## config.mk

```make
export PLATFORM = sky130hd
export DESIGN_NAME = page_loader_top
export DESIGN_NICKNAME = d
export VERILOG_FILES = /design/src/rtl/page_loader_pkg.sv /design/src/rtl/pl_hdr_match.sv /design/src/rtl/pl_wr_port.sv /design/src/rtl/page_loader_top.sv
export SDC_FILE = /design/constraint.sdc
export NUM_CORES = 1
export LEC_CHECK = 0
export ABC_AREA = 1
export BUFFER_PORTS_ARGS = -buffer_cell sky130_fd_sc_hd__clkbuf_2
export CAP_MARGIN = 20
export CORE_MARGIN = 2
export CORE_UTILIZATION = 31
export CTS_BUF_LIST = sky130_fd_sc_hd__clkbuf_4 sky130_fd_sc_hd__clkbuf_8
export DETAILED_ROUTE_END_ITERATION = 8
export MAX_ROUTING_LAYER = met4
export PLACE_DENSITY = 0.52
export SLEW_MARGIN = 20
export SYNTH_ARGS = -nofsm -noshare
export SYNTH_HDL_FRONTEND = slang
export SYNTH_SLANG_ARGS = --single-unit
```

## constraint.sdc

```tcl
create_clock -name clk -period 4.1 [get_ports clk]
set_input_delay 0.41 -clock clk [delete_from_list [all_inputs] [get_ports clk]]
set_output_delay 0.41 -clock clk [all_outputs]
set_load 0.1 [all_outputs]
```

## src/rtl/page_loader_pkg.sv

```systemverilog
package page_loader_pkg;
  localparam int IMG_W    = 24;
  localparam int DM_W     = 16;
  localparam int PAGE_W   = 11;
  localparam int OFF_W    = 13;

  typedef enum logic [2:0] {
    LD_IDLE, LD_SEEK, LD_HDR, LD_BODY, LD_FILL, LD_LAST, LD_FLUSH
  } ld_state_e;
endpackage

```

## src/rtl/pl_hdr_match.sv

```systemverilog
module pl_hdr_match
  import page_loader_pkg::*;
#(
  parameter int                PAGE_AW = 13,
  parameter logic [IMG_W-1:0]  TAG_PM  = 24'hFFA001,
  parameter logic [IMG_W-1:0]  TAG_DM  = 24'hFFA002
) (
  input  logic [IMG_W-1:0]   word,
  input  logic               want_pm,
  input  logic [PAGE_W-1:0]  want_page,
  input  logic               sect_pm,
  output logic               is_tag,
  output logic               tag_pm,
  output logic               hdr_ok,
  output logic [PAGE_AW-1:0] hdr_off
);
  logic [OFF_W-1:0] off_full;

  always_comb begin
    off_full = word[OFF_W-1:0];
    tag_pm   = (word == TAG_PM);
    is_tag   = tag_pm || (word == TAG_DM);
    hdr_ok   = (sect_pm == want_pm) &&
               (word[IMG_W-1:OFF_W] == want_page) &&
               ((off_full >> PAGE_AW) == '0);
    hdr_off  = off_full[PAGE_AW-1:0];
  end
endmodule

```

## src/rtl/pl_wr_port.sv

```systemverilog
module pl_wr_port
  import page_loader_pkg::*;
#(
  parameter int PAGE_AW = 13
) (
  input  logic               clk,
  input  logic               rst,
  input  logic               push,
  input  logic               push_pm,
  input  logic [PAGE_AW-1:0] push_addr,
  input  logic [IMG_W-1:0]   push_data,
  input  logic               tgt_ready,
  output logic               free,
  output logic               pm_we,
  output logic               dm_we,
  output logic [PAGE_AW-1:0] wr_addr,
  output logic [IMG_W-1:0]   wr_data
);
  logic pend, pend_pm;

  always_ff @(posedge clk) begin
    if (rst) begin
      pend    <= 1'b0;
      pend_pm <= 1'b0;
      wr_addr <= '0;
      wr_data <= '0;
    end else if (push) begin
      pend    <= 1'b1;
      pend_pm <= push_pm;
      wr_addr <= push_addr;
      wr_data <= push_data;
    end else if (tgt_ready) begin
      pend    <= 1'b0;
    end
  end

  assign free  = !pend || tgt_ready;
  assign pm_we = pend && pend_pm && tgt_ready;
  assign dm_we = pend && !pend_pm && tgt_ready;
endmodule

```

## src/rtl/page_loader_top.sv

```systemverilog
module page_loader_top
  import page_loader_pkg::*;
#(
  parameter int               PAGE_AW = 13,
  parameter logic [IMG_W-1:0] TAG_PM  = 24'hFFA001,
  parameter logic [IMG_W-1:0] TAG_DM  = 24'hFFA002
) (
  input  logic               clk,
  input  logic               rst,
  input  logic               start,
  input  logic               req_is_pm,
  input  logic [10:0]        req_page,
  input  logic               boot_load,
  input  logic               img_valid,
  input  logic [23:0]        img_data,
  input  logic               img_last,
  output logic               img_ready,
  input  logic               tgt_ready,
  output logic               pm_we,
  output logic               dm_we,
  output logic [PAGE_AW-1:0] wr_addr,
  output logic [23:0]        pm_wdata,
  output logic [15:0]        dm_wdata,
  output logic               busy,
  output logic               done,
  output logic               not_found
);
  ld_state_e          state;
  logic               pm_q, boot_q, sect_pm_q, hold_v;
  logic [PAGE_W-1:0]  page_q;
  logic [PAGE_AW-1:0] cur;
  logic [IMG_W-1:0]   hold_w;

  logic               is_tag, tag_pm, hdr_ok;
  logic [PAGE_AW-1:0] hdr_off;
  logic               free, push, slot, defer;
  logic [PAGE_AW-1:0] push_addr;
  logic [IMG_W-1:0]   push_data, slot_data, wr_data;
  logic               cur_last, take;

  pl_hdr_match #(.PAGE_AW(PAGE_AW), .TAG_PM(TAG_PM), .TAG_DM(TAG_DM)) hdr_i (
    .word(img_data), .want_pm(pm_q), .want_page(page_q), .sect_pm(sect_pm_q),
    .is_tag(is_tag), .tag_pm(tag_pm), .hdr_ok(hdr_ok), .hdr_off(hdr_off)
  );

  pl_wr_port #(.PAGE_AW(PAGE_AW)) wp_i (
    .clk(clk), .rst(rst), .push(push), .push_pm(pm_q), .push_addr(push_addr),
    .push_data(push_data), .tgt_ready(tgt_ready), .free(free),
    .pm_we(pm_we), .dm_we(dm_we), .wr_addr(wr_addr), .wr_data(wr_data)
  );

  assign pm_wdata = wr_data;
  assign dm_wdata = wr_data[DM_W-1:0];
  assign busy     = (state != LD_IDLE);
  assign cur_last = &cur;
  assign take     = img_valid && img_ready;

  always_comb begin
    img_ready = 1'b0;
    slot      = 1'b0;
    slot_data = '0;
    push_addr = cur;
    push_data = '0;
    push      = 1'b0;
    case (state)
      LD_SEEK, LD_HDR: img_ready = 1'b1;
      LD_BODY: if (!(img_valid && is_tag)) begin
        img_ready = free;
        slot      = img_valid && free;
        slot_data = img_data;
      end
      LD_FILL: slot = free;
      LD_LAST: begin
        push      = free;
        push_addr = '0;
        push_data = hold_w;
      end
      default: ;
    endcase
    defer = slot && boot_q && pm_q && (cur == '0);
    if (slot && !defer) begin
      push      = 1'b1;
      push_data = slot_data;
    end
  end

  always_ff @(posedge clk) begin
    if (rst) begin
      state     <= LD_IDLE;
      pm_q      <= 1'b0;
      boot_q    <= 1'b0;
      page_q    <= '0;
      sect_pm_q <= 1'b0;
      cur       <= '0;
      hold_v    <= 1'b0;
      hold_w    <= '0;
      done      <= 1'b0;
      not_found <= 1'b0;
    end else begin
      done      <= 1'b0;
      not_found <= 1'b0;
      if (defer) begin
        hold_w <= slot_data;
        hold_v <= 1'b1;
      end
      case (state)
        LD_IDLE: if (start) begin
          pm_q   <= req_is_pm;
          boot_q <= boot_load;
          page_q <= req_page;
          hold_v <= 1'b0;
          state  <= LD_SEEK;
        end
        LD_SEEK: if (take) begin
          if (img_last) begin
            not_found <= 1'b1;
            state     <= LD_IDLE;
          end else if (is_tag) begin
            sect_pm_q <= tag_pm;
            state     <= LD_HDR;
          end
        end
        LD_HDR: if (take) begin
          if (hdr_ok) begin
            cur   <= hdr_off;
            state <= img_last ? LD_FILL : LD_BODY;
          end else if (img_last) begin
            not_found <= 1'b1;
            state     <= LD_IDLE;
          end else begin
            state <= LD_SEEK;
          end
        end
        LD_BODY: begin
          if (img_valid && is_tag) begin
            state <= LD_FILL;
          end else if (slot) begin
            cur <= cur + 1'b1;
            if (cur_last)      state <= (hold_v || defer) ? LD_LAST : LD_FLUSH;
            else if (img_last) state <= LD_FILL;
          end
        end
        LD_FILL: if (slot) begin
          cur <= cur + 1'b1;
          if (cur_last) state <= (hold_v || defer) ? LD_LAST : LD_FLUSH;
        end
        LD_LAST: if (free) state <= LD_FLUSH;
        LD_FLUSH: if (free) begin
          done  <= 1'b1;
          state <= LD_IDLE;
        end
        default: state <= LD_IDLE;
      endcase
    end
  end
endmodule

```

==> flow_summary.yaml <==
setup_path:
  critPathKind: "register to output pin"
  cp_slowest_stage_delay_ns: 0.49
  cp_max_fo: 24
  path_cells: "inv_2, nor3_4, buf_4, nand2_2, o21bai_4, clkbuf_2"
  crit_arrival_ns: 2.33
  crit_slowest_cell: "clkbuf_2"
  required_ns: 3.69
  setup.worst_path.start: "state[0]"
  cp-end-kind: "output pin"
  r2r_start: "cur[0]"
  r2r_cells: 10
  startpoint_type: "register"
synth:
  synthDistinctLibCells: 35
  syn-num-nets: 743
  netlist_instances: 698
  synth_seq_cells: 96
  synth_edf_count: 0
  ys_warn_count: 0
  synth_ff_type: "dfxtp_1"
  synthArstFlopShare_pct: 0
  syn_area_um2: 4930
  syn_avg_cell_area_um2: 7.06
  yosysSeqAreaShare_pct: 39.0
detailed_routing:
  drc: 0
  post_drt_wl_per_cell_um: 14.8
  via_count: 4688
  drt-total-wl_um: 14400
  ant_nets: 0
  via_per_inst: 4.79
  drt-initial-drc-count: 406
  dr.pass1.iters: 7
floorplan:
  core.rowCount: 46
  core_um2: 15700
  start_util_pct: 31.4
  fp.dieW_um: 130
  die_h_um: 130
  fp.dieArea_um2: 16900
  ios: 102
clock_tree:
  cts_resized: 0
  cts_setup_buffers: 0
  cts_tree: "done"
  clk_pin_slew_ns: 0.10
  cts_hold_buffers: 0
  cts.sinks: 96
  insertion_delay_ns: 0.38
  htree_levels: 3
  cts_root_buffer: "clkbuf_8"
  numCtsBuffers: 9
  cts.path.max_buffers: 2
global_route:
  grt_antenna_before_repair: 0
  grt_pass1_vias: 4303
  grt_pass1_wl_um: 22900
  grt_usage_pct: 17.8
  grt_start_max_net_pins: 55
  gr-total-overflow: 0
layout:
  drive_gt1_share_pct: 20.6
  final_nets: 803
  mostFrequentLayoutCells: "108 x nor2_1, 101 x clkbuf_2, 100 x nand2_1"
  areaGrowthSynthToFinish_pct: 14.8
  seqCellArea_um2: 1920
  final_common_cell: "nor2_1"
  fillers: 1742
  multi_input_area_um2: 2440
  n_antenna_cell: 0
timing:
  timing.final.crit_period_ns: 2.74
  tightest_slew_ns: 0.804
  maxSlewHeadroom_pct: 46.3
  hold_viol: 0
  period_share_pct: 66.7
  finalMaxSlewViolations: 0
  setup_tns_ns: 0
  setup_viol: 0
  max_freq_ghz: 0.366
  final.setup_skew_ns: 0.0140
  rsz0062_at_grt: "false"
power_and_ir_drop:
  pwr-share-clk_pct: 34.7
  combPwrFrac_pct: 20.6
  power_density_nw_per_um2: 398
  leakagePower_nw: 2.35
  power_switching_mw: 0.743
  p_int_mw: 1.51
  vdd_drop_max_mv: 0.297
  totalPowerFinal_mw: 2.25
  swShare_pct: 33.0
  p_seq_share_pct: 44.7
hold_path:
  holdPathStages: 3
  holdCritStartpoint: "req_page[1]"
  hp-class: "input port to register"
outcome:
  status: "finished, final reports clean"
place:
  gp_congestion: 0.855
  hpwlAfterDp_um: 10300
  portBuffers: 101
job:
  drv_cap: 0
==> metrics by stage <==
stage / hold WS (ns) / worst slack [ns] / cells / area (µm²) / util (%)
2_1_floorplan: 0.442 / 1.98 / 698 / 4930 / -
3_3_place_gp: 0.463 / 1.41 / 963 / 5410 / 34.4
6_report: 0.286 / 1.36 / 979 / 5660 / 36.0
5_1_grt: 0.283 / 1.22 / 979 / 5660 / 36.0
4_1_cts: 0.270 / 1.36 / 979 / 5660 / 36.0
3_5_place_dp: 0.471 / 1.38 / 963 / 5410 / 34.4
==> sequential cells by signal, indices dropped and copies added, names as in the netlist <==
| signal | count |
|---|---|
| done | 1 |
| wp_i.pend_pm | 1 |
| cur | 13 |
| sect_pm_q | 1 |
| hold_v | 1 |
| pm_q | 1 |
| not_found | 1 |
| page_q | 11 |
| state | 3 |
| wp_i.wr_data | 24 |
| wp_i.wr_addr | 13 |
| hold_w | 24 |
| wp_i.pend | 1 |
| boot_q | 1 |
==> power groups by stage <==
stage	clock (mW)	combinational, mW	sequential, mW
6_report	0.780	0.464	1.00
5_1_grt	0.834	0.513	1.01
4_1_cts	0.796	0.468	1.01
3_5_place_dp	0	0.466	1.03
3_3_place_gp	0	0.463	1.03
2_1_floorplan	0	0.358	1.02
==> cell families after synthesis <==
kind of cell	after synthesis	share of synthesized area [%]
simple gates	342	32.4
compound gates	131	14.5
buf+inv	115	11.4
flops	96	39.0
xor+xnor	12	2.13
fa+ha+maj	2	0.508
==> cell type report <==
cell class                      count  share of cell area (%)
Tap cell                          216                    4.78
Clock inverter                      7                    2.21
Multi-Input combinational cell    487                    43.2
Sequential cell                    96                    34.0
Clock buffer                        9                    2.19
Inverter                           55                    3.65
Timing Repair Buffer              109                    10.0
==> layer usage <==
layer / GRT usage [%] / up-vias / wire (µm)
li1: - / 2427 / -
met1: 24.8 / 2138 / 7200
met2: 27.0 / 113 / 6520
met3: 2.46 / 10 / 561
met4: 5.12 / 0 / 158
met5: - / - / 0
==> cell usage after synthesis (2+ instances only) <==
cell type	instances	share of area, %
a211oi_1	2	0.30
a21oi_1	45	4.6
a31oi_1	25	3.2
buf_1	2	0.15
buf_2	17	1.7
buf_4	18	2.7
buf_6	4	0.91
clkbuf_1	18	1.4
dfxtp_1	96	39
ha_1	2	0.51
inv_1	51	3.9
inv_2	4	0.30
nand2_1	100	7.6
nand2_2	2	0.25
nand2_4	3	0.69
nand3_1	80	8.1
nand3_2	13	2.6
nand4_1	19	2.4
nor2_1	108	8.2
nor2_2	4	0.51
nor3_1	6	0.61
nor3_2	3	0.61
o21ai_0	35	3.6
o21ai_1	19	1.9
o22ai_1	2	0.25
xnor2_1	6	1.1
xor2_1	6	1.1
==> worst max-delay path, delay by kind of cell, from the launching register on <==
family                 cells  cell delay, ns
buffers and inverters      3            0.88
and+or+nand+nor            2            0.43
DFF                        1            0.39
AOI/OAI and AO/OA          1            0.24
==> worst paths after layout <==
check,end,slack [ns]
max reg2reg,hold_w[1],1.54
max,img_ready,1.36
min reg2reg,wp_i.wr_data[23],0.48
min,page_q[1],0.29
(Power assumes the default switching activity.)
